### config.mk
export PLATFORM = sky130hd
export DESIGN_NAME = lpm_ctrl
export DESIGN_NICKNAME = d
export VERILOG_FILES = /design/src/rtl/lpm_pkg.sv /design/src/rtl/lpm_sync.sv /design/src/rtl/lpm_fsm.sv /design/src/rtl/lpm_wave.sv /design/src/rtl/lpm_ctrl.sv
export SDC_FILE = /design/constraint.sdc
export NUM_CORES = 1
export LEC_CHECK = 0
export BUFFER_PORTS_ARGS = -buffer_cell sky130_fd_sc_hd__buf_4
export CORE_MARGIN = 2
export CORE_UTILIZATION = 45
export CTS_CLUSTER_DIAMETER = 120
export DETAILED_ROUTE_END_ITERATION = 8
export HOLD_SLACK_MARGIN = 0.05
export PLACE_DENSITY_LB_ADDON = 0.15
export SLEW_MARGIN = 20
export SYNTH_ARGS = -nofsm -noshare
export SYNTH_HDL_FRONTEND = slang
export SYNTH_SLANG_ARGS = --single-unit
### constraint.sdc
create_clock -name clk -period 2.4 [get_ports clk]
set_input_delay 0 -clock clk [delete_from_list [all_inputs] [get_ports clk]]
set_output_delay 0 -clock clk [all_outputs]
set_load 0.01 [all_outputs]
### src/rtl/lpm_pkg.sv
package lpm_pkg;

  typedef enum logic [1:0] {
    ST_WAKE  = 2'd0,
    ST_SLEEP = 2'd1,
    ST_ULP   = 2'd2
  } lpmState_e;

  // control-to-datapath strobes
  typedef struct packed {
    logic run;      // a low-power state is active and power is good
    logic ulpMode;  // the active state is ultra-low-power
  } lpmStrobe_t;

  localparam int NUM_IN   = 3;
  localparam int IN_SLEEP = 0;
  localparam int IN_WAKE  = 1;
  localparam int IN_ULP   = 2;

endpackage

### src/rtl/lpm_sync.sv
module lpm_sync #(
  parameter int          WIDTH     = 3,
  parameter logic [WIDTH-1:0] EDGE_MASK = '1
) (
  input  logic             clk,
  input  logic             rstN,
  input  logic [WIDTH-1:0] rawN,
  output logic [WIDTH-1:0] syncOut
);

  for (genvar i = 0; i < WIDTH; i++) begin : g_bit
    logic stage1, stage2;

    always_ff @(posedge clk or negedge rstN) begin
      if (!rstN) begin
        stage1 <= 1'b1;
        stage2 <= 1'b1;
      end else begin
        stage1 <= rawN[i];
        stage2 <= stage1;
      end
    end

    if (EDGE_MASK[i]) begin : g_edge
      logic prevLvl;
      always_ff @(posedge clk or negedge rstN) begin
        if (!rstN) prevLvl <= 1'b1;
        else       prevLvl <= stage2;
      end
      assign syncOut[i] = prevLvl & ~stage2;
    end else begin : g_level
      assign syncOut[i] = stage2;
    end
  end

endmodule

### src/rtl/lpm_fsm.sv
module lpm_fsm
  import lpm_pkg::*;
(
  input  logic       clk,
  input  logic       rstN,
  input  logic       pwrGood,
  input  logic       sleepFall,
  input  logic       wakeFall,
  input  logic       ulpSelLvlN,
  output lpmState_e  curState,
  output lpmStrobe_t strobe,
  output logic       buckEn,
  output logic       ldoEn
);

  lpmState_e nxtState;

  always_comb begin
    nxtState = curState;
    if (!pwrGood) begin
      nxtState = ST_WAKE;
    end else begin
      unique case (curState)
        ST_WAKE:  if (sleepFall) nxtState = ulpSelLvlN ? ST_SLEEP : ST_ULP;
        ST_SLEEP,
        ST_ULP:   if (wakeFall)  nxtState = ST_WAKE;
        default:  nxtState = ST_WAKE;
      endcase
    end
  end

  always_ff @(posedge clk or negedge rstN) begin
    if (!rstN) curState <= ST_WAKE;
    else       curState <= nxtState;
  end

  always_comb begin
    strobe.run     = pwrGood && (curState != ST_WAKE);
    strobe.ulpMode = (curState == ST_ULP);
    buckEn         = pwrGood && (curState == ST_WAKE);
    ldoEn          = buckEn;
  end

endmodule

### src/rtl/lpm_wave.sv
module lpm_wave
  import lpm_pkg::*;
#(
  parameter int TICK_DIV   = 100,
  parameter int LED_PERIOD = 4000,
  parameter int LED_ON     = 1000,
  parameter int KA_ON      = 88000,
  parameter int KA_OFF     = 237000
) (
  input  logic       clk,
  input  logic       rstN,
  input  lpmStrobe_t strobe,
  output logic       ledWave,
  output logic       kaWave
);

  localparam int KA_MAX = (KA_ON > KA_OFF) ? KA_ON : KA_OFF;
  localparam int LED_W  = (LED_PERIOD > 1) ? $clog2(LED_PERIOD) : 1;
  localparam int KA_W   = (KA_MAX > 1) ? $clog2(KA_MAX) : 1;
  localparam logic [LED_W-1:0] LED_LAST = LED_W'(LED_PERIOD - 1);
  localparam logic [LED_W-1:0] LED_ONC  = LED_W'(LED_ON);
  localparam logic [KA_W-1:0]  KA_ONL   = KA_W'(KA_ON - 1);
  localparam logic [KA_W-1:0]  KA_OFFL  = KA_W'(KA_OFF - 1);

  logic tick;

  // prescaler variant chosen by the divide ratio
  if (TICK_DIV > 1) begin : g_pre
    localparam int PRE_W = $clog2(TICK_DIV);
    localparam logic [PRE_W-1:0] PRE_LAST = PRE_W'(TICK_DIV - 1);
    logic [PRE_W-1:0] preCnt;
    always_ff @(posedge clk or negedge rstN) begin
      if (!rstN)                preCnt <= '0;
      else if (!strobe.run)     preCnt <= '0;
      else if (preCnt == PRE_LAST) preCnt <= '0;
      else                      preCnt <= preCnt + 1'b1;
    end
    assign tick = strobe.run && (preCnt == PRE_LAST);
  end else begin : g_nopre
    assign tick = strobe.run;
  end

  logic [LED_W-1:0] ledCnt;
  always_ff @(posedge clk or negedge rstN) begin
    if (!rstN)              ledCnt <= '0;
    else if (!strobe.run)   ledCnt <= '0;
    else if (tick)          ledCnt <= (ledCnt == LED_LAST) ? '0 : ledCnt + 1'b1;
  end

  logic [KA_W-1:0] kaCnt;
  logic            kaPhaseOn;
  always_ff @(posedge clk or negedge rstN) begin
    if (!rstN) begin
      kaCnt     <= '0;
      kaPhaseOn <= 1'b1;
    end else if (!strobe.run || !strobe.ulpMode) begin
      kaCnt     <= '0;
      kaPhaseOn <= 1'b1;
    end else if (tick) begin
      if (kaPhaseOn && kaCnt == KA_ONL) begin
        kaCnt     <= '0;
        kaPhaseOn <= 1'b0;
      end else if (!kaPhaseOn && kaCnt == KA_OFFL) begin
        kaCnt     <= '0;
        kaPhaseOn <= 1'b1;
      end else begin
        kaCnt <= kaCnt + 1'b1;
      end
    end
  end

  assign ledWave = strobe.run && (ledCnt < LED_ONC);
  assign kaWave  = strobe.run && strobe.ulpMode && kaPhaseOn;

endmodule

### src/rtl/lpm_ctrl.sv
module lpm_ctrl
  import lpm_pkg::*;
#(
  parameter int TICK_DIV   = 100,
  parameter int LED_PERIOD = 4000,
  parameter int LED_ON     = 1000,
  parameter int KA_ON      = 88000,
  parameter int KA_OFF     = 237000
) (
  input  logic clk,
  input  logic rstN,
  input  logic pwrGood,
  input  logic sleepReqN,
  input  logic wakeReqN,
  input  logic ulpSelN,
  output logic buckEn,
  output logic ldoEn,
  output logic ledOn,
  output logic keepAliveEn
);

  localparam logic [NUM_IN-1:0] EDGE_BITS = NUM_IN'((1 << IN_SLEEP) | (1 << IN_WAKE));

  logic [NUM_IN-1:0] rawN;
  logic [NUM_IN-1:0] syncOut;
  lpmState_e         curState;
  lpmStrobe_t        strobe;

  assign rawN[IN_SLEEP] = sleepReqN;
  assign rawN[IN_WAKE]  = wakeReqN;
  assign rawN[IN_ULP]   = ulpSelN;

  lpm_sync #(.WIDTH(NUM_IN), .EDGE_MASK(EDGE_BITS)) i_sync (
    .clk     (clk),
    .rstN    (rstN),
    .rawN    (rawN),
    .syncOut (syncOut)
  );

  lpm_fsm i_fsm (
    .clk        (clk),
    .rstN       (rstN),
    .pwrGood    (pwrGood),
    .sleepFall  (syncOut[IN_SLEEP]),
    .wakeFall   (syncOut[IN_WAKE]),
    .ulpSelLvlN (syncOut[IN_ULP]),
    .curState   (curState),
    .strobe     (strobe),
    .buckEn     (buckEn),
    .ldoEn      (ldoEn)
  );

  lpm_wave #(
    .TICK_DIV   (TICK_DIV),
    .LED_PERIOD (LED_PERIOD),
    .LED_ON     (LED_ON),
    .KA_ON      (KA_ON),
    .KA_OFF     (KA_OFF)
  ) i_wave (
    .clk     (clk),
    .rstN    (rstN),
    .strobe  (strobe),
    .ledWave (ledOn),
    .kaWave  (keepAliveEn)
  );

endmodule

# After elaboration in Yosys (flattened, before gate mapping)
# Index checks and enable logic that the tools add are counted.
dict set report word_totals {
  reg_bits 48
  inputBits 6
  output_inout_bits 4
}
dict set report op_classes {
  n_addsub 3
  order_cmp 1
  eq_ne 9
  n_mux 18
  bitwise 4
  n_reduce_logical 19
}
# cell n
set ops {}
lappend ops {{18-bit two-way mux} 4}
lappend ops {{12-bit two-way mux} 3}
lappend ops {{18-bit by 1-bit adder with 18-bit output, second input constant} 1}
lappend ops {{18-bit by 17-bit equality test with 1-bit output, second input constant} 1}
lappend ops {{18-bit equality test, second input constant} 1}
lappend ops {{7-bit two-way mux} 2}
lappend ops {{12-bit by 1-bit adder with 12-bit output, second input constant} 1}
lappend ops {{12-bit equality test, second input constant} 1}
lappend ops {{12-bit by 10-bit less-than comparator with 1-bit output, second input constant} 1}
lappend ops {{1-bit logical AND} 8}
lappend ops {{2-bit two-way mux} 4}
lappend ops {{7-bit by 1-bit adder with 7-bit output, second input constant} 1}
lappend ops {{7-bit equality test, second input constant} 1}
lappend ops {{3-bit by 2-bit != test with 1-bit output, second input constant} 2}
lappend ops {{1-bit two-way mux} 4}
lappend ops {{2-bit case mux with 2 select lines} 1}
lappend ops {{2-bit AND reduction} 2}
lappend ops {{2-bit nonzero test} 2}
lappend ops {{1-bit logical NOT} 3}
lappend ops {{3-bit nonzero test} 1}
lappend ops {{1-bit AND} 2}
lappend ops {{2-bit by 1-bit equality test with 1-bit output, second input constant} 1}
lappend ops {{2-bit equality test, second input constant} 1}
lappend ops {{2-bit logical NOT} 1}
lappend ops {{other kinds (4)} 5}

# Logic depth before layout (Yosys ltp)
# Gate-level depths: netlist (run 1).
dict set report depth {
  ltp_word 6
  ltp_mapped 8
}

# Modules after synthesis
# Synthesis (run 1) repeated with hierarchy kept, for this count alone.
dict set report unflattened {
  hier_cells 265
  area_unflattened_um2 2546.2
}
# mod instances cells_each area_per_inst_um2
set modules_own_cells {}
lappend modules_own_cells {lpm_wave 1 235 2122.0}
lappend modules_own_cells {lpm_sync 1 11 245.2}
lappend modules_own_cells {lpm_fsm 1 19 178.9}

# Least setup slack after synthesis (run 1)
# OpenSTA, ideal clock, no wires.
dict set report synth_path {
  path_type {reg2reg}
  startpoint {register i_wave.kaPhaseOn}
  endpoint {register i_wave.kaCnt[10]}
  setup_ns 0.126
  arrival_ns 1.895
  setup_slack_ns 0.379
  path_stages_with_launch 6
  path_buffers 0
  path_cell_list {dfstp_2 or4b_1 or4_4 o31a_4 o21ai_4 nor2_1}
}
dict set report synth_via {
  elab_chain_len 6
  word_cells_on_any_way 7
  classes_between {mux: 4; reduce/logical: 3}
}
# item line
set synth_rtl {}
lappend synth_rtl {{start: declaration} lpm_wave.sv:51} ;# logic kaPhaseOn;
lappend synth_rtl {{start signal: assignment} lpm_wave.sv:55} ;# kaPhaseOn <= 1'b1;
lappend synth_rtl {{start signal: assignment} lpm_wave.sv:58} ;# kaPhaseOn <= 1'b1;
lappend synth_rtl {{start signal: assignment} lpm_wave.sv:62} ;# kaPhaseOn <= 1'b0;
lappend synth_rtl {{1-bit logical NOT} lpm_wave.sv:63} ;# end else if (!kaPhaseOn && kaCnt == KA_OFFL) begin
lappend synth_rtl {{1-bit logical AND} lpm_wave.sv:63}
lappend synth_rtl {{18-bit two-way mux} lpm_wave.sv:63}
lappend synth_rtl {{18-bit two-way mux *} lpm_wave.sv:60} ;# if (kaPhaseOn && kaCnt == KA_ONL) begin
lappend synth_rtl {{18-bit two-way mux *} lpm_wave.sv:59} ;# end else if (tick) begin
lappend synth_rtl {{18-bit two-way mux *} lpm_wave.sv:56} ;# end else if (!strobe.run || !strobe.ulpMode) begin
lappend synth_rtl {{end signal: assignment} lpm_wave.sv:67} ;# kaCnt <= kaCnt + 1'b1;
lappend synth_rtl {{end: declaration} lpm_wave.sv:50} ;# logic [KA_W-1:0] kaCnt;
# Mark *: on every way between the ends. The rest lies on a longest branch, timed or not. The select of a mux whose other input is x is not followed.
# A chain may end at the register's enable or synchronous reset.

# Final worst setup path (run 1)
dict set report layout_path {
  startpoint {register i_wave.kaCnt[0]}
  endpoint {register i_wave.kaCnt[14]}
}
dict set report layout_via {
  elab_chain_len 6
  word_cells_on_any_way 9
  classes_between {add/sub: 1; eq/ne: 2; mux: 4; reduce/logical: 2}
}
# item line
set layout_rtl {}
lappend layout_rtl {{parallel branches: the longest is 3 deep, another holds 18-bit by 1-bit adder with 18-bit output} -}
lappend layout_rtl {{18-bit two-way mux *} lpm_wave.sv:60}
lappend layout_rtl {{18-bit two-way mux *} lpm_wave.sv:59}
lappend layout_rtl {{18-bit two-way mux *} lpm_wave.sv:56}
# Mark *: on every way between the ends. The select of a mux whose other input is x is not followed.

==> results of run 1 <==
-- flip-flops by register name, summed over array words and instances, names as in the netlist --
name	cells
i_wave.kaCnt	18
i_wave.ledCnt	12
i_wave.g_pre.preCnt	7
i_sync.g_bit.stage1	3
i_sync.g_bit.stage2	3
i_fsm.curState	2
i_sync.g_bit.g_edge.prevLvl	2
i_wave.kaPhaseOn	1
-- placed cells by master (no fill, tap or decap), drive strengths merged, types with 2 or more instances in the layout --
master / n
a21oi: 7
a22o: 2
a31oi: 9
a32o: 2
and2: 5
and3: 4
buf: 19
clkbuf: 5
dfrtp: 39
dfstp: 9
dlygate4sd3: 4
ha: 6
inv: 13
mux2i: 2
nand2: 19
nand2b: 6
nand3: 18
nand4: 11
nand4b: 4
nor2: 31
nor2b: 3
nor3: 7
nor4: 10
nor4b: 2
o211ai: 2
o21ai: 13
o41ai: 2
or3: 3
or4: 2
or4b: 2
xnor2: 8
xor2: 9
-- how the worst max path moves through the flow --
stage                      from                to  slack (ns)  cells past startpoint
3_3_place_gp    i_wave.kaCnt[0]   i_wave.kaCnt[3]        0.20                      6
5_1_grt         i_wave.kaCnt[0]   i_wave.kaCnt[3]        0.02                      6
2_1_floorplan  i_wave.kaPhaseOn  i_wave.kaCnt[10]        0.38                      5
6_report        i_wave.kaCnt[0]  i_wave.kaCnt[14]        0.20                      6
4_1_cts         i_wave.kaCnt[0]   i_wave.kaCnt[7]        0.09                      6
3_5_place_dp    i_wave.kaCnt[0]   i_wave.kaCnt[3]        0.10                      6
-- logic make-up (layout without fill, tap and decap cells) --
logic type,Yosys count,count (layout),synth area share (%)
buffers and inverters,22,43,3.46
multiplexers,2,2,0.791
XOR/XNOR,17,17,5.88
AO/OA/AOI/OAI,41,41,11.1
adder cells (fa/ha/maj),6,6,2.97
AND/OR/NAND/NOR,130,130,27.9
flip-flops,48,48,47.9
-- critical path, cell delays in order (launching register included) --
cell	delay, ns
dfrtp_1	0.46
ha_1	0.25
or4bb_1	0.55
nor4_2	0.39
o21ai_2	0.18
a31oi_1	0.19
o21ai_0	0.08
-- Yosys cell counts, types with 3 or more instances --
cell      number
a31oi_1        9
and2_1         4
xor2_1         9
nand3_1       18
clkbuf_1       8
nand2b_1       6
ha_1           6
inv_1         12
dfrtp_1       39
nand4b_1       4
nor2b_1        3
or3_1          3
nor2_1        31
xnor2_1        8
nand2_1       19
a21oi_1        7
nor3_1         6
and3_1         4
nor4_1        10
dfstp_2        9
o21ai_0       11
nand4_1       11
-- layer usage --
layer | vias to the layer above | global-route usage, %
met5 | - | 0
met2 | 38 | 29.5
li1 | 1001 | -
met1 | 999 | 25.5
met4 | 0 | 7.07
met3 | 7 | 4.32
-- power by group --
group	total (mW)	leakage [nW]	internal [mW]	switching, mW
clock network	0.606	0.0548	0.314	0.292
registers	0.828	0.639	0.824	0.00461
logic	0.0697	0.461	0.0279	0.0418
-- timing repair --
| item | 4_1_cts | 5_1_grt |
|---|---|---|
| gates resized for setup | 0 | 2 |
| hold buffers | 4 | 0 |
| setup endpoints to repair | 0 | 4 |
| endpoints found under the hold margin | 42 | 0 |
-- through the flow --
step / setup WS [ns] / instance area, µm² / hold WS (ns)
after CTS: 0.0883 / 2880 / 0.139
after floorplan: 0.379 / 2530 / -0.296
final: 0.197 / 2890 / 0.135
after detailed placement: 0.104 / 2720 / 0.0577
after global routing: 0.0228 / 2890 / 0.159
after global placement: 0.197 / 2720 / 0.0578
-- area by class of cell --
cell class / instances / share of cell area (%)
Timing Repair Buffer: 23 / 6.33
Multi-Input combinational cell: 196 / 43.0
Tap cell: 72 / 3.12
Sequential cell: 48 / 42.0
Clock inverter: 3 / 1.60
Inverter: 12 / 1.56
Clock buffer: 5 / 2.38
==> metrics.txt, run 1 <==
CP Class=flop to flop; synth top area cells=dfrtp_1, dfstp_2, nor2_1; CP Launch Type=flop; Detail Route Antenna Nets=0; FILL cells=500; final core occ=between 50% and 60%; area of the multi-input gates=1240 µm²; RSZ-0062 raised after global routing=false; Hold Crit Start=pwrGood; DR top layer=met4; Num CTS Buffers=5; Synth top area share=38.6%; WL met2=2540 µm; biggest area consumer among synthesized cells=dfrtp_1; Final Critical Period=approximately 2.2 ns; worst clock skew=about 0.0063 ns; Vias/cell=~5.7; H-tree depth=2; initial antenna violation count=0; wl on met1=approximately 2500 µm; R2R setup slack=0.20 ns; Slew Viols, Final=0; reg2reg end=i_wave.kaCnt[14]; layout cells sized above 1=15.7%; post-synthesis cell area=2530 µm²; First-pass DRT Iterations=4; clock latency on the worst-skew pair=0.30 ns; Hold Path Class=input port to flop; Die Wd=79 µm; Syn Area/Cell=9.52 µm²; area of the die=approximately 6200 µm²; grt ovf=0; Final Hold Viols=0; largest net degree at the start of global routing=49; slew of the pin with the lowest slew margin=0.611 ns; wire length per cell=about 15 µm; RD Place Congestion=0.838; most used flip-flop cell after synthesis=dfrtp_1; part of the Yosys area used for sequential elements=between 40% and 50%; Area Growth Syn to Fin=14.0%; Core Region=between 5000 and 6000 µm²; initial DRC count=about 160; Data required, critical path=approximately 2.6 ns; Hold Path Stages=3; Synth warnings=0; crit-path max FO=7; Rel. slew slack=59.3%; Mapped Cells=266; Hold Path Sink=i_fsm.curState[1]; Starting Density=46.3%; FF-to-FF path depth=6; final setup fails=0; syn nets=between 200 and 300; FF/Latch Area=1210 µm²; Max clock buf depth=2; WL met3=190 µm; nets=298; max_cap viols=0; f_max=0.454 GHz; die height=79 µm; vias in the first global route=1969; first-pass GRT wire length=9320 µm; Static Leak=around 1.2 nW; Critical R2R Launch=i_wave.kaCnt[0]; Worst-path clk slew=0.10 ns; TritonCTS clock tree=built; Power Density=521 nW/µm²; Post-synth EDFFs=0; Vias=just over 2000; Port Buffer Count=9; Yosys reg bits=48; post-synth cell types=46; Max VDD drop=between 0.2 and 0.3 mV; FFs w/ async S/R, synth=100%; DP Cell Count=347; total power=1.50 mW; status=finished clean; post-CTS setup buffers=0; residual DRC count=0; Worst Path Arrival=2.40 ns; clock root cell=clkbuf_8; critical path endpoint category=flop; Layout Cells excl Fill=359; GRT Overall Usage=18.8%; Final Cycle Share=between 90% and 100%; Routed WL=5300 µm; hpwl dp=3720 µm; site row count=27; ant diodes=0; number of top-level pins=10; setup TNS=0 ns; clk sinks=48
Note: power is estimated with default switching activity, not from simulation.
==> inputs of run 2 (changes only) <==
CELL_PAD_IN_SITES_DETAIL_PLACEMENT = 0   (was not set)
CELL_PAD_IN_SITES_GLOBAL_PLACEMENT = 1   (was not set)
HOLD_SLACK_MARGIN = 0.02   (was 0.05)
==> run 2 against run 1 <==
Against the previous run:
- via count grew 0.83%
- critical path depth is the same
- worst hold slack gained 0.030 ns
- global-route usage grew 1.1 points
- sequential share of layout area shrank 0.16 points
- sequential power is essentially flat
- worst setup slack lost 0.026 ns
- fmax shrank 1.2%
- die area is the same
- non-clock buffer count grew 3
- largest power group unchanged
==> metrics.txt, run 2 (synthesis gave the netlist of run 1 again) <==
status=finished clean; reg2reg end=i_wave.kaCnt[3]; Data required, critical path=2.58 ns (-0.02 ns); clk sinks=48 (unchanged); leading cell type in the layout, fill and taps excluded=dfrtp_1; vias in the first global route=1984 (+0.76%); initial DRC count=101 (-36%); Hold Path Sink=i_wave.ledCnt[6]; First-pass DRT Iterations=4 (unchanged); sw frac=21.5% (-1.0 points); max_cap viols=0 (unchanged); WP buf/inv=0 (unchanged); worst clock skew=0.00516 ns (-0.00119 ns); Clock Power Share=39.1% (-1.2 points); Min Hold Slack=0.165 ns (+0.0303 ns); most frequent cells in the layout=dfrtp_1, nor2_1, buf_4; Rel. slew slack=44.6% (-15 points); Final Critical Period=2.23 ns (+0.0258 ns); Routed WL=5570 µm (+5.0%); area of the die=6240 µm² (unchanged); RD Place Congestion=0.823 (-1.7%); CP delay by family, top=simple AND/OR/NAND/NOR gates; Core Region=5470 µm² (unchanged); crit-path cells=ha_1 > or4bb_1 > nor4_2 > o21ai_1 > a31oi_1 > o21ai_0; Worst Path Arrival=2.41 ns (about the same); Biggest register=i_wave.kaCnt; Vias=2062 (+0.83%); Max VDD drop=0.214 mV (-20%); first-pass GRT wire length=9780 µm (+4.9%); f_max=0.449 GHz (-1.2%); Slew Viols, Final=0 (unchanged); slew of the pin with the lowest slew margin=0.827 ns (+0.216 ns); Sequential Power Share=56.0% (+0.9 points); nets=301 (+1.0%); Vias/cell=5.70 (about the same); critical path endpoint category=flop; Area Growth Syn to Fin=14.5%; FILL cells=514 (+2.8%); Regs by FF count=i_wave.kaCnt: 18 flops, i_wave.ledCnt: 12 flops, i_wave.g_pre.preCnt: 7 flops; CP Launch Type=flop; max reg flops=18 (unchanged); DP Cell Count=350 (+0.86%); largest net degree at the start of global routing=49 (unchanged); Port Buffer Count=9 (unchanged); Hold Crit Start=pwrGood; Die Wd=79 µm (unchanged); CP Class=flop to flop; TritonCTS clock tree=built; clock root cell=clkbuf_8; Num CTS Buffers=5 (unchanged); residual DRC count=0 (unchanged); Final Hold Viols=0 (unchanged); final setup fails=0 (unchanged); Critical R2R Launch=i_wave.kaCnt[0]; clock latency on the worst-skew pair=0.30 ns (about the same); hpwl dp=3920 µm (+5.6%); layout cells sized above 1=15.9% (+0.18 points); internal power=1.16 mW (-0.39%); GRT Overall Usage=19.9% (+1.1 points); max incr delay on CP=0.55 ns (about the same); CP max-delay cell=or4bb_1; Hold Path Class=input port to flop; RSZ-0062 raised after global routing=false; Static Leak=1.17 nW (+1.4%); site row count=27 (unchanged); Layout Cells excl Fill=362 (+0.84%); FF-to-FF path depth=6 (unchanged); Comb power frac=4.8% (+0.2 points); wire length per cell=15.4 µm (+4.1%); Starting Density=46.3% (unchanged); Final Cycle Share=92.9% (+1.1 points); setup TNS=0 ns (unchanged); total power=1.48 mW (-1.7%); initial antenna violation count=0 (unchanged); Max clock buf depth=2 (unchanged); post-CTS setup buffers=0 (unchanged); P_sw=317 µW (-6.2%); Worst-path clk slew=0.09 ns (about the same); Detail Route Antenna Nets=0 (unchanged); ant diodes=0 (unchanged); R2R setup slack=0.17 ns (-0.03 ns); die height=79 µm (unchanged); crit-path max FO=7 (unchanged); grt ovf=0 (unchanged); number of top-level pins=10 (unchanged); Hold Path Stages=4 (+1); H-tree depth=2 (unchanged); Power Density=510 nW/µm² (-2.1%)
## run 2: power groups by stage
| stage | Clock, mW | Combinational [mW] | Sequential [mW] |
|---|---|---|---|
| 6_report | 0.579 | 0.0710 | 0.829 |
| 3_3_place_gp | 0 | 0.0663 | 0.844 |
| 2_1_floorplan | 0 | 0.0294 | 0.843 |
| 4_1_cts | 0.606 | 0.0736 | 0.829 |
| 5_1_grt | 0.641 | 0.0817 | 0.830 |
| 3_5_place_dp | 0 | 0.0681 | 0.844 |
## run 2: how the worst max path moves through the flow
| stage | startpoint | cells after the start | end |
|---|---|---|---|
| floorplan | i_wave.kaPhaseOn | 5 | i_wave.kaCnt[10] |
| global placement | i_wave.kaCnt[0] | 6 | i_wave.kaCnt[3] |
| detailed placement | i_wave.kaCnt[0] | 6 | i_wave.kaCnt[3] |
| CTS | i_wave.kaCnt[0] | 6 | i_wave.kaCnt[3] |
| global route | i_wave.kaCnt[0] | 6 | i_wave.kaCnt[3] |
| finish | i_wave.kaCnt[0] | 6 | i_wave.kaCnt[3] |
## run 2: layout make-up
type | instances | area (µm²) | share of cell area (%)
Sequential cell | 48 | 1210 | 41.8
Timing Repair Buffer | 26 | 205 | 7.08
Clock buffer | 6 | 72.6 | 2.50
Multi-Input combinational cell | 196 | 1240 | 42.7
Clock inverter | 2 | 35.0 | 1.21
Inverter | 12 | 45.0 | 1.55
Tap cell | 72 | 90.1 | 3.11
## run 2: metal layers
layer | vias up | wire length, µm | GRT usage, %
met4 | 0 | 91 | 7.41
met5 | - | 0 | 0
met1 | 1002 | 2670 | 28.5
li1 | 1006 | - | -
met2 | 45 | 2640 | 29.8
met3 | 9 | 165 | 3.98
## run 2: through the flow
stage	util, %	setup slack (ns)	area [µm²]
after floorplan	-	0.379	2530
after global placement	50.1	0.210	2740
after detailed placement	50.1	0.137	2740
after CTS	52.8	0.0856	2890
after global routing	52.9	0.0258	2900
final	52.9	0.171	2900
## run 2: worst min-delay path: stages
cell	delay, ns
buf_4	0.12
nand2b_1	0.10
buf_4	0.16
nor2_1	0.05
## run 2: what timing repair did
action	4_1_cts	5_1_grt
gates resized for setup	0	1
setup endpoints to repair	0	2
endpoints found under the hold margin	42	0
hold buffers	4	0
==> inputs of run 3 (changes only) <==
HOLD_SLACK_MARGIN = 0.03   (was 0.02)
clock period = 2.68 ns   (was 2.4 ns; I/O delays follow)
==> run 3 against run 2 <==
Against the previous run:
- combinational power is 16% lower
- flip-flop and latch count stayed put
- clock-buffer cell count is 1 lower
==> metrics.txt, run 3 (synthesis gave the netlist of run 1 again) <==
crit-path cells=ha_1 > or4bb_1 > nor4_1 > o21ai_1 > a31oi_1 > o21ai_0; CP Class=flop to flop; Slew Viols, Final=0 (unchanged); initial DRC count=120 (+19%); Data required, critical path=2.87 ns (+0.29 ns); slack of the critical path=0.343 ns (+0.172 ns); WP buf/inv=0 (unchanged); DP Area=2670 µm² (-2.7%); status=finished clean; Worst-path clk slew=0.09 ns (about the same); internal power=945 µW (-19%); site row count=27 (unchanged); final setup fails=0 (unchanged); clk sinks=48 (unchanged); initial antenna violation count=0 (unchanged); Final Hold Viols=0 (unchanged); CP delay by family, top=simple AND/OR/NAND/NOR gates; Max clock buf depth=2 (unchanged); Regs by FF count=i_wave.kaCnt: 18 flops, i_wave.ledCnt: 12 flops, i_wave.g_pre.preCnt: 7 flops; Layout Cells excl Fill=352 (-2.8%); residual DRC count=0 (unchanged); max incr delay on CP=0.53 ns (-0.02 ns); leading cell type in the layout, fill and taps excluded=dfrtp_1; post-CTS setup buffers=0 (unchanged); RD Place Congestion=0.842 (+2.2%); Starting Density=46.3% (unchanged); most frequent cells in the layout=dfrtp_1, nor2_1, nand2_1; H-tree depth=2 (unchanged); Final Cycle Share=87.2% (-5.7 points); clock root cell=clkbuf_8; sw frac=23.9% (+2.4 points); max_cap viols=0 (unchanged); f_max=0.428 GHz (-4.6%); area of the die=6240 µm² (unchanged); post-CTS resize count=0 (unchanged); FF-to-FF path depth=6 (unchanged); wire length per cell=14.9 µm (-3.3%); Rel. slew slack=60.2% (+16 points); worst clock skew=0.00492 ns (-0.000241 ns); Power Density=443 nW/µm² (-13%); Core Region=5470 µm² (unchanged); CP max-delay cell=or4bb_1; TritonCTS clock tree=built; Num CTS Buffers=5 (unchanged); CP Launch Type=flop; slew of the pin with the lowest slew margin=0.597 ns (-0.230 ns); Routed WL=5230 µm (-6.0%); first-pass GRT wire length=9310 µm (-4.8%); largest net degree at the start of global routing=49 (unchanged); P_sw=297 µW (-6.6%); hold buffer count at cts=4 (unchanged); Vias=1968 (-4.6%); crit-path max FO=7 (unchanged); number of top-level pins=10 (unchanged); Hold Path Class=input port to flop; Clock Power Share=35.5% (-3.6 points); Biggest register=i_wave.kaCnt; Final Critical Period=2.34 ns (+0.108 ns); max reg flops=18 (unchanged); nets=291 (-3.3%); critical path endpoint category=flop; Port Buffer Count=9 (unchanged); Vias/cell=5.59 (-1.8%); setup TNS=0 ns (unchanged); vias in the first global route=1905 (-4.0%); Static Leak=1.11 nW (-5.4%); RSZ-0062 raised after global routing=false; hpwl dp=3730 µm (-5.0%); Area Growth Syn to Fin=10.7%; DP Cell Count=340 (-2.9%); First-pass DRT Iterations=4 (unchanged); ant diodes=0 (unchanged); grt ovf=0 (unchanged); Detail Route Antenna Nets=0 (unchanged); Hold Path Stages=3 (-1); setup slack at placement=0.405 ns (+0.269 ns); Max VDD drop=0.247 mV (+15%); final instance area=2800 µm² (-3.3%); Levels on crit path=6 (unchanged); FILL cells=542 (+5.4%); GRT Overall Usage=19.1% (-0.76 points); Sequential Power Share=59.7% (+3.7 points); Die Wd=79 µm (unchanged); die height=79 µm (unchanged); Comb power frac=4.8% (about the same); layout cells sized above 1=12.9% (-3.0 points); clock latency on the worst-skew pair=0.30 ns (about the same); Worst Path Arrival=2.53 ns (+0.12 ns)
==> run 3: cell types whose count changed in the layout (fill, tap and decap cells not counted), sizes merged <==
cell      delta
clkinvlp     +2
clkbuf       -1
buf         -10
bufinv       -1
==> run 3: area by class of cell <==
| class | count | area [µm²] | share of cell area, % |
|---|---|---|---|
| Inverter | 12 | 45.0 | 1.61 |
| Clock buffer | 5 | 68.8 | 2.46 |
| Timing Repair Buffer | 16 | 130 | 4.64 |
| Tap cell | 72 | 90.1 | 3.22 |
| Sequential cell | 48 | 1210 | 43.3 |
| Clock inverter | 3 | 23.8 | 0.849 |
| Multi-Input combinational cell | 196 | 1230 | 43.9 |
==> run 3: final timing paths <==
check / from / to / slack, ns
max in group asynchronous: rstN / i_wave.ledCnt[3] / 2.04
max: i_wave.kaCnt[0] / i_wave.kaCnt[14] / 0.34
min reg2reg: i_sync.g_bit[0].stage1 / i_sync.g_bit[0].stage2 / 0.36
min in group asynchronous: rstN / i_fsm.curState[1] / 0.24
min: pwrGood / i_fsm.curState[1] / 0.15
max reg2reg: i_wave.kaCnt[0] / i_wave.kaCnt[14] / 0.34
==> run 3: per-stage QoR <==
| stage | hold slack [ns] | power [mW] | util [%] |
|---|---|---|---|
| detailed placement | 0.0570 | 0.813 | 48.8 |
| global route | 0.130 | 1.30 | 51.2 |
| floorplan | -0.296 | 0.781 | - |
| finish | 0.147 | 1.24 | 51.2 |
| CTS | 0.135 | 1.27 | 51.2 |
| global placement | 0.0498 | 0.812 | 48.8 |
==> run 3: per-layer routing <==
| layer | track usage [%] | wire length, µm | up-vias |
|---|---|---|---|
| met5 | 0 | 0 | - |
| met3 | 3.75 | 174 | 4 |
| li1 | - | - | 987 |
| met4 | 7.59 | 44 | 0 |
| met2 | 30.4 | 2500 | 28 |
| met1 | 25.7 | 2510 | 949 |
==> run 3: tightest hold or removal path, stage by stage <==
cell,delay [ns]
buf_4,0.12
o211ai_1,0.12
a32o_1,0.18
==> run 3: power groups by stage <==
stage	sequential (mW)	clock (mW)	combinational [mW]
floorplan	0.755	0	0.0263
global placement	0.756	0	0.0565
detailed placement	0.756	0	0.0570
CTS	0.742	0.464	0.0619
global route	0.743	0.490	0.0683
finish	0.742	0.440	0.0597
